$ cat src/rtl/adc_scan_pkg.sv
`timescale 1ns/1ps
package adc_scan_pkg;
  localparam int NCH      = 8;
  localparam int AW       = $clog2(NCH);
  localparam int WORD_W   = 16;
  localparam int RES_W    = 12;
  localparam int CTRL_W   = 8;
  localparam int ADDR_LSB = 3;

  typedef logic [AW-1:0] chan_t;
  typedef enum logic [1:0] {LK_IDLE, LK_LEAD, LK_XFER, LK_TAIL} link_st_e;

  // lowest set bit of the mask (0 when empty)
  function automatic chan_t lowest_chan(input logic [NCH-1:0] m);
    chan_t c;
    c = '0;
    for (int i = NCH-1; i >= 0; i--) if (m[i]) c = chan_t'(i);
    return c;
  endfunction

  // next enabled channel above cur, wrapping to the lowest
  function automatic chan_t next_chan(input logic [NCH-1:0] m, input chan_t cur);
    chan_t c;
    c = lowest_chan(m);
    for (int i = NCH-1; i >= 0; i--) if (m[i] && (i > int'(cur))) c = chan_t'(i);
    return c;
  endfunction

  function automatic logic [CTRL_W-1:0] ctrl_word(input chan_t a);
    logic [CTRL_W-1:0] w;
    w = '0;
    w[ADDR_LSB +: AW] = a;
    return w;
  endfunction
endpackage

$ cat src/rtl/adc_link.sv
`timescale 1ns/1ps
module adc_link
  import adc_scan_pkg::*;
#(
  parameter int HALF_W = 8
) (
  input  logic             clk,
  input  logic             rst_n,
  input  logic             start_i,
  input  logic             cont_i,
  input  logic [HALF_W-1:0] half_i,
  input  chan_t            sel_i,
  input  logic             sdi_i,
  output logic             cs_n_o,
  output logic             sclk_o,
  output logic             sdo_o,
  output logic             idle_o,
  output logic             eoc_o,
  output logic [RES_W-1:0] word_o
);
  localparam int RC_W = $clog2(WORD_W) + 1;
  localparam int BS_W = $clog2(CTRL_W);

  link_st_e          st_q;
  logic [HALF_W-1:0] cnt_q, lim;
  logic [RC_W-1:0]   rc_q;
  logic [RES_W-2:0]  sh_q;
  logic [CTRL_W-1:0] cw;
  logic [BS_W-1:0]   bsel;
  logic              tick, rise, sdo_nx;

  assign lim    = (half_i == '0) ? '0 : half_i - HALF_W'(1);
  assign tick   = (cnt_q == lim);
  assign rise   = (st_q == LK_XFER) && tick && !sclk_o;
  assign eoc_o  = rise && (rc_q == RC_W'(WORD_W-1));
  assign word_o = {sh_q, sdi_i};
  assign idle_o = (st_q == LK_IDLE);
  assign cw     = ctrl_word(sel_i);
  assign bsel   = BS_W'(CTRL_W-1) - rc_q[BS_W-1:0];
  assign sdo_nx = (rc_q < RC_W'(CTRL_W)) ? cw[bsel] : 1'b0;

  always_ff @(posedge clk or negedge rst_n) begin
    if (!rst_n) begin
      st_q   <= LK_IDLE;
      cnt_q  <= '0;
      rc_q   <= '0;
      sh_q   <= '0;
      cs_n_o <= 1'b1;
      sclk_o <= 1'b1;
      sdo_o  <= 1'b0;
    end else begin
      case (st_q)
        LK_IDLE: if (start_i) begin
          st_q   <= LK_LEAD;
          cs_n_o <= 1'b0;
          cnt_q  <= '0;
          rc_q   <= '0;
        end
        LK_LEAD: if (tick) begin
          st_q   <= LK_XFER;
          cnt_q  <= '0;
          sclk_o <= 1'b0;
          sdo_o  <= sdo_nx;
        end else cnt_q <= cnt_q + HALF_W'(1);
        LK_XFER: if (tick) begin
          cnt_q <= '0;
          if (sclk_o) begin
            sclk_o <= 1'b0;
            sdo_o  <= sdo_nx;
          end else begin
            sclk_o <= 1'b1;
            sh_q   <= word_o[RES_W-2:0];
            if (eoc_o) begin
              rc_q <= '0;
              if (!cont_i) st_q <= LK_TAIL;
            end else rc_q <= rc_q + RC_W'(1);
          end
        end else cnt_q <= cnt_q + HALF_W'(1);
        LK_TAIL: if (tick) begin
          st_q   <= LK_IDLE;
          cs_n_o <= 1'b1;
          cnt_q  <= '0;
          sdo_o  <= 1'b0;
        end else cnt_q <= cnt_q + HALF_W'(1);
        default: st_q <= LK_IDLE;
      endcase
    end
  end
endmodule

$ cat src/rtl/adc_chan_seq.sv
`timescale 1ns/1ps
module adc_chan_seq
  import adc_scan_pkg::*;
(
  input  logic           clk,
  input  logic           rst_n,
  input  logic           start_i,
  input  logic           adv_i,
  input  logic [NCH-1:0] mask_i,
  output chan_t          sel_o,
  output chan_t          tag_o,
  output logic           first_o
);
  always_ff @(posedge clk or negedge rst_n) begin
    if (!rst_n) begin
      sel_o   <= '0;
      tag_o   <= '0;
      first_o <= 1'b1;
    end else if (start_i) begin
      sel_o   <= lowest_chan(mask_i);
      first_o <= 1'b1;
    end else if (adv_i) begin
      tag_o   <= sel_o;
      sel_o   <= next_chan(mask_i, sel_o);
      first_o <= 1'b0;
    end
  end
endmodule

$ cat src/rtl/adc_result_buf.sv
`timescale 1ns/1ps
module adc_result_buf
  import adc_scan_pkg::*;
(
  input  logic             clk,
  input  logic             rst_n,
  input  logic             load_i,
  input  logic [RES_W-1:0] data_i,
  input  chan_t            chan_i,
  input  logic             ready_i,
  output logic             valid_o,
  output logic [RES_W-1:0] data_o,
  output chan_t            chan_o,
  output logic             hold_o,
  output logic             room_o
);
  logic [RES_W-1:0] hd_q;
  chan_t            hc_q;

  assign room_o = !valid_o || ready_i;

  always_ff @(posedge clk or negedge rst_n) begin
    if (!rst_n) begin
      valid_o <= 1'b0;
      data_o  <= '0;
      chan_o  <= '0;
      hold_o  <= 1'b0;
      hd_q    <= '0;
      hc_q    <= '0;
    end else if (load_i) begin
      if (room_o) begin
        valid_o <= 1'b1;
        data_o  <= data_i;
        chan_o  <= chan_i;
      end else begin
        hold_o <= 1'b1;
        hd_q   <= data_i;
        hc_q   <= chan_i;
      end
    end else if (hold_o && room_o) begin
      valid_o <= 1'b1;
      data_o  <= hd_q;
      chan_o  <= hc_q;
      hold_o  <= 1'b0;
    end else if (valid_o && ready_i) begin
      valid_o <= 1'b0;
    end
  end
endmodule

$ cat src/rtl/adc_scan_ctrl.sv
`timescale 1ns/1ps
module adc_scan_ctrl
  import adc_scan_pkg::*;
#(
  parameter int HALF_W = 8
) (
  input  logic              clk,
  input  logic              rst_n,
  input  logic              run_i,
  input  logic [NCH-1:0]    chan_en_i,
  input  logic [HALF_W-1:0] half_per_i,
  input  logic              sdi_i,
  output logic              cs_n_o,
  output logic              sclk_o,
  output logic              sdo_o,
  output logic              res_valid_o,
  input  logic              res_ready_i,
  output logic [RES_W-1:0]  res_data_o,
  output logic [AW-1:0]     res_chan_o
);
  // named internal events, also watched by the bound checker
  logic             idle_w, eoc_w, start_w, cont_w, adv_w, load_w;
  logic             first_w, hold_w, room_w, any_en_w;
  chan_t            sel_w, tag_w;
  logic [RES_W-1:0] word_w;

  assign any_en_w = |chan_en_i;
  assign start_w  = idle_w && run_i && any_en_w && !hold_w;
  assign load_w   = eoc_w && !first_w;
  assign cont_w   = run_i && any_en_w && !(load_w && !room_w);
  assign adv_w    = eoc_w && cont_w;

  adc_link #(.HALF_W(HALF_W)) u_link (
    .clk(clk), .rst_n(rst_n), .start_i(start_w), .cont_i(cont_w),
    .half_i(half_per_i), .sel_i(sel_w), .sdi_i(sdi_i),
    .cs_n_o(cs_n_o), .sclk_o(sclk_o), .sdo_o(sdo_o),
    .idle_o(idle_w), .eoc_o(eoc_w), .word_o(word_w)
  );

  adc_chan_seq u_seq (
    .clk(clk), .rst_n(rst_n), .start_i(start_w), .adv_i(adv_w),
    .mask_i(chan_en_i), .sel_o(sel_w), .tag_o(tag_w), .first_o(first_w)
  );

  adc_result_buf u_buf (
    .clk(clk), .rst_n(rst_n), .load_i(load_w), .data_i(word_w),
    .chan_i(tag_w), .ready_i(res_ready_i), .valid_o(res_valid_o),
    .data_o(res_data_o), .chan_o(res_chan_o), .hold_o(hold_w), .room_o(room_w)
  );
endmodule

$ cat config.mk
export PLATFORM = sky130hd
export DESIGN_NAME = adc_scan_ctrl
export DESIGN_NICKNAME = d
export VERILOG_FILES = /design/src/rtl/adc_scan_pkg.sv /design/src/rtl/adc_link.sv /design/src/rtl/adc_chan_seq.sv /design/src/rtl/adc_result_buf.sv /design/src/rtl/adc_scan_ctrl.sv
export SDC_FILE = /design/constraint.sdc
export NUM_CORES = 1
export LEC_CHECK = 0
export BUFFER_PORTS_ARGS = -buffer_cell sky130_fd_sc_hd__buf_2
export CORE_MARGIN = 2
export CORE_UTILIZATION = 46
export CTS_CLUSTER_SIZE = 24
export DETAILED_ROUTE_END_ITERATION = 7
export PLACE_DENSITY_LB_ADDON = 0.12
export SLEW_MARGIN = 20
export SYNTH_ARGS = -nofsm -noshare
export SYNTH_HDL_FRONTEND = slang
export SYNTH_SLANG_ARGS = --single-unit
$ cat constraint.sdc
create_clock -name clk -period 4.8 [get_ports clk]
set_input_delay 0.96 -clock clk [delete_from_list [all_inputs] [get_ports clk]]
set_output_delay 0.96 -clock clk [all_outputs]
set_load 0.005 [all_outputs]
==> flow_metrics.py <==
metrics = {
    "detailed_routing": {
        "ant_nets": 0,
        "dr.pass1.iters": 4,
        "drt-initial-drc-count": 120,
        "drt-total-wl_um": 8335,
        "drc_errors": 0,
        "vias": 3057,
        "drt-wirelength-per-cell_um": 15.79,
        "viasPerCell": 5.790,
    },
    "grt": {
        "grt_max_degree": 37,
        "antenna_found_initial": 0,
        "grt_overflow": 0,
        "grt_usage": 0.1859,
        "grt_pass1_wl_um": 14340,
        "first_global_vias": 2909,
    },
    "hold_path": {
        "hp-class": "flip-flop to flip-flop",
        "min_from": "u_buf.hd_q[6]$_DFFE_PN0P_",
        "whs_endpoint": "u_buf.hd_q[6]$_DFFE_PN0P_",
        "min_delay_path_depth": 1,
    },
    "setup_path": {
        "r2r_end": "u_buf.data_o[7]$_DFFE_PN0P_",
        "cp.required_ns": 4.98,
        "rr_startpoint": "u_link.cnt_q[2]$_DFFE_PN0N_",
        "critPathKind": "input port to flip-flop",
        "arrival_ns": 4.03,
        "crit_path_start": "half_per_i[0]",
        "path_max_fanout": 16,
        "reg2reg_depth": 8,
        "cp-start-kind": "input port",
        "reg2reg_slack_ns": 1.80,
        "cp-end-kind": "flip-flop",
    },
    "timing": {
        "hold_viol": 0,
        "skew_ns": 0.008800,
        "final.setup.tns_ns": 0,
        "worstMarginPinSlew_ns": 0.7602,
        "fin_crit_sh": 0.8024,
        "maxSlewHeadroom": 0.4932,
        "setup_violations": 0,
        "rsz0062_at_grt": "no",
        "period_minus_slack_ns": 3.851,
        "drv_slew": 0,
        "clock.fmax_mhz": 259.7,
    },
    "clock_network": {
        "clk_path_buf_depth": 2,
        "clkSinkCount": 68,
        "cts.repair.resized": 0,
        "cts-root-buf": "clkbuf_8",
        "clock_latency_ns": 0.34,
        "holdBufCountCts": 0,
        "cts_made_buffers": 9,
        "post-cts-setup-buffers": 0,
        "htree_levels": 3,
        "cts_tree": "yes",
        "path_clk_slew_ns": 0.07,
    },
    "die": {
        "fp.dieW_um": 97.21,
        "core_area_mm2": 0.008551,
        "io_pins": 40,
        "fp.dieH_um": 97.21,
        "initial_core_util": 0.4674,
        "die_area_mm2": 0.009449,
        "core.rowCount": 34,
    },
    "final_layout": {
        "n_antenna_cell": 0,
        "syn2layout_area_growth_pct": 12.21,
        "nets": 444,
        "drive_gt1_frac": 0.2619,
        "mostFrequentLayoutCell": "dfrtp_1",
        "fin_cells": 528,
        "layout_common_cells": "dfrtp_1, buf_2, nand2b_1, mux2_2",
    },
    "synth": {
        "async_flop_share": 1.000,
        "synthesis.nets": 409,
        "synthFlopType": "dfrtp_1",
        "synth.area.top_cells": "dfrtp_1, mux2_2, mux2i_1",
        "synth-edff-count": 0,
        "synth_compound_area_frac": 0.1706,
        "synth-simple-area-share": 0.1741,
        "synth_xor_area_frac": 0.01096,
        "seq_area_frac_synth": 0.4267,
        "synth_top_family_by_area": "simple AND/OR/NAND/NOR gates",
        "syn_inst": 381,
        "synthMuxAreaShare": 0.1500,
        "ys_types": 63,
        "synth_warnings": 0,
        "ys_ff_latch": 68,
        "synth_area_per_cell_um2": 10.49,
        "synth_area_mm2": 0.003996,
        "synthAdderAreaFrac": 0.02442,
        "synth_top_area_frac": 0.4070,
        "yosysTopAreaCell": "dfrtp_1",
    },
    "power_and_ir_drop": {
        "peakVddDrop_mv": 0.2574,
        "design_power_total_uw": 1716,
        "power.leakage_uw": 0.002059,
        "power.density_mw_per_mm2": 382.6,
    },
    "run_status": {
        "status": "completed",
    },
    "place": {
        "portBuffers": 39,
        "place_congestion": 0.8657,
        "hpwl_um": 5907,
        "dp.cells": 513,
    },
    "run": {
        "cap_violations": 0,
    },
}
[cell families (layout without fill, tap and decap cells)]
family | count (synthesis) | after routing
AND/OR/NAND/NOR | 117 | 117
flip-flops | 68 | 68
adder cells (fa/ha/maj) | 8 | 8
AO/OA/AOI/OAI | 98 | 98
buffers and inverters | 33 | 72
multiplexers | 52 | 52
XOR/XNOR | 5 | 5
[stage by stage]
stage               worst slack, ns  hold slack (ns)  area (um2)    util
floorplan                    0.9145           0.4699        3996       -
CTS                          0.9758           0.5007        4484  0.5244
detailed placement           0.6001           0.4839        4247  0.4966
global route                 0.6670           0.5117        4484  0.5244
global placement             0.7423           0.4768        4247  0.4966
finish                       0.9487           0.4991        4484  0.5244
[worst max path at each step]
stage,end,cells after the start
after detailed placement,u_buf.data_o[7]$_DFFE_PN0P_,11
after global routing,u_buf.data_o[5]$_DFFE_PN0P_,11
after floorplan,u_buf.hc_q[0]$_DFFE_PN0P_,14
final,u_buf.data_o[7]$_DFFE_PN0P_,11
after CTS,u_buf.chan_o[1]$_DFFE_PN0P_,11
after global placement,u_buf.data_o[7]$_DFFE_PN0P_,11
[cell usage after synthesis (all sizes together), types with 5 or more instances]
| cell type | n |
|---|---|
| mux2 | 33 |
| nor2 | 15 |
| a2bb2oi | 14 |
| dfrtp | 65 |
| nor4 | 11 |
| a31oi | 8 |
| nand2 | 19 |
| buf | 9 |
| o211ai | 5 |
| clkbuf | 11 |
| a21oi | 18 |
| mux2i | 19 |
| o21ai | 14 |
| nand2b | 23 |
| nand3 | 9 |
| inv | 13 |
| o21a | 7 |
| ha | 7 |
| nor3 | 10 |
| nand4 | 6 |
[where the power goes]
group	switching, uW	internal (uW)
logic	272	186
clock network	213	343
registers	81.7	621
total	566	1150
[layout make-up]
cell class	instances	area, um2
sequential	68	1705
fill	782	4066
multi-input combinational	280	2125
inverter	13	48.80
tap	108	135.1
clock inverter	6	113.9
clock buffer	9	123.9
timing repair buffer	44	232.7
[registers in the layout, indices dropped and copies added (netlist names)]
signal         cells
u_link.st_q        2
u_link.sclk_o      1
u_link.sdo_o       1
u_link.cs_n_o      1
u_buf.valid_o      1
u_buf.data_o      12
u_link.rc_q        5
u_seq.first_o      1
u_link.sh_q       11
u_link.cnt_q       8
u_buf.hold_o       1
u_buf.hc_q         3
u_seq.sel_o        3
u_buf.chan_o       3
u_buf.hd_q        12
u_seq.tag_o        3
[critical path, stage by stage]
cell	delay, ns
buf_2	0.17
inv_1	0.06
ha_1	0.30
nor4_1	0.29
a21oi_1	0.13
nor4_2	0.53
o2111ai_1	0.38
nor4_2	0.50
buf_4	0.37
mux2i_1	0.23
a2bb2oi_1	0.08
[per-layer routing]
layer,global-route usage,part of all wire,vias up
met5,0,0,-
met3,0.04245,0.036,6
met2,0.3007,0.48,63
met1,0.2542,0.47,1496
met4,0.04659,0.0071,0
li1,-,-,1492
Power figures use the tool's default switching activity.
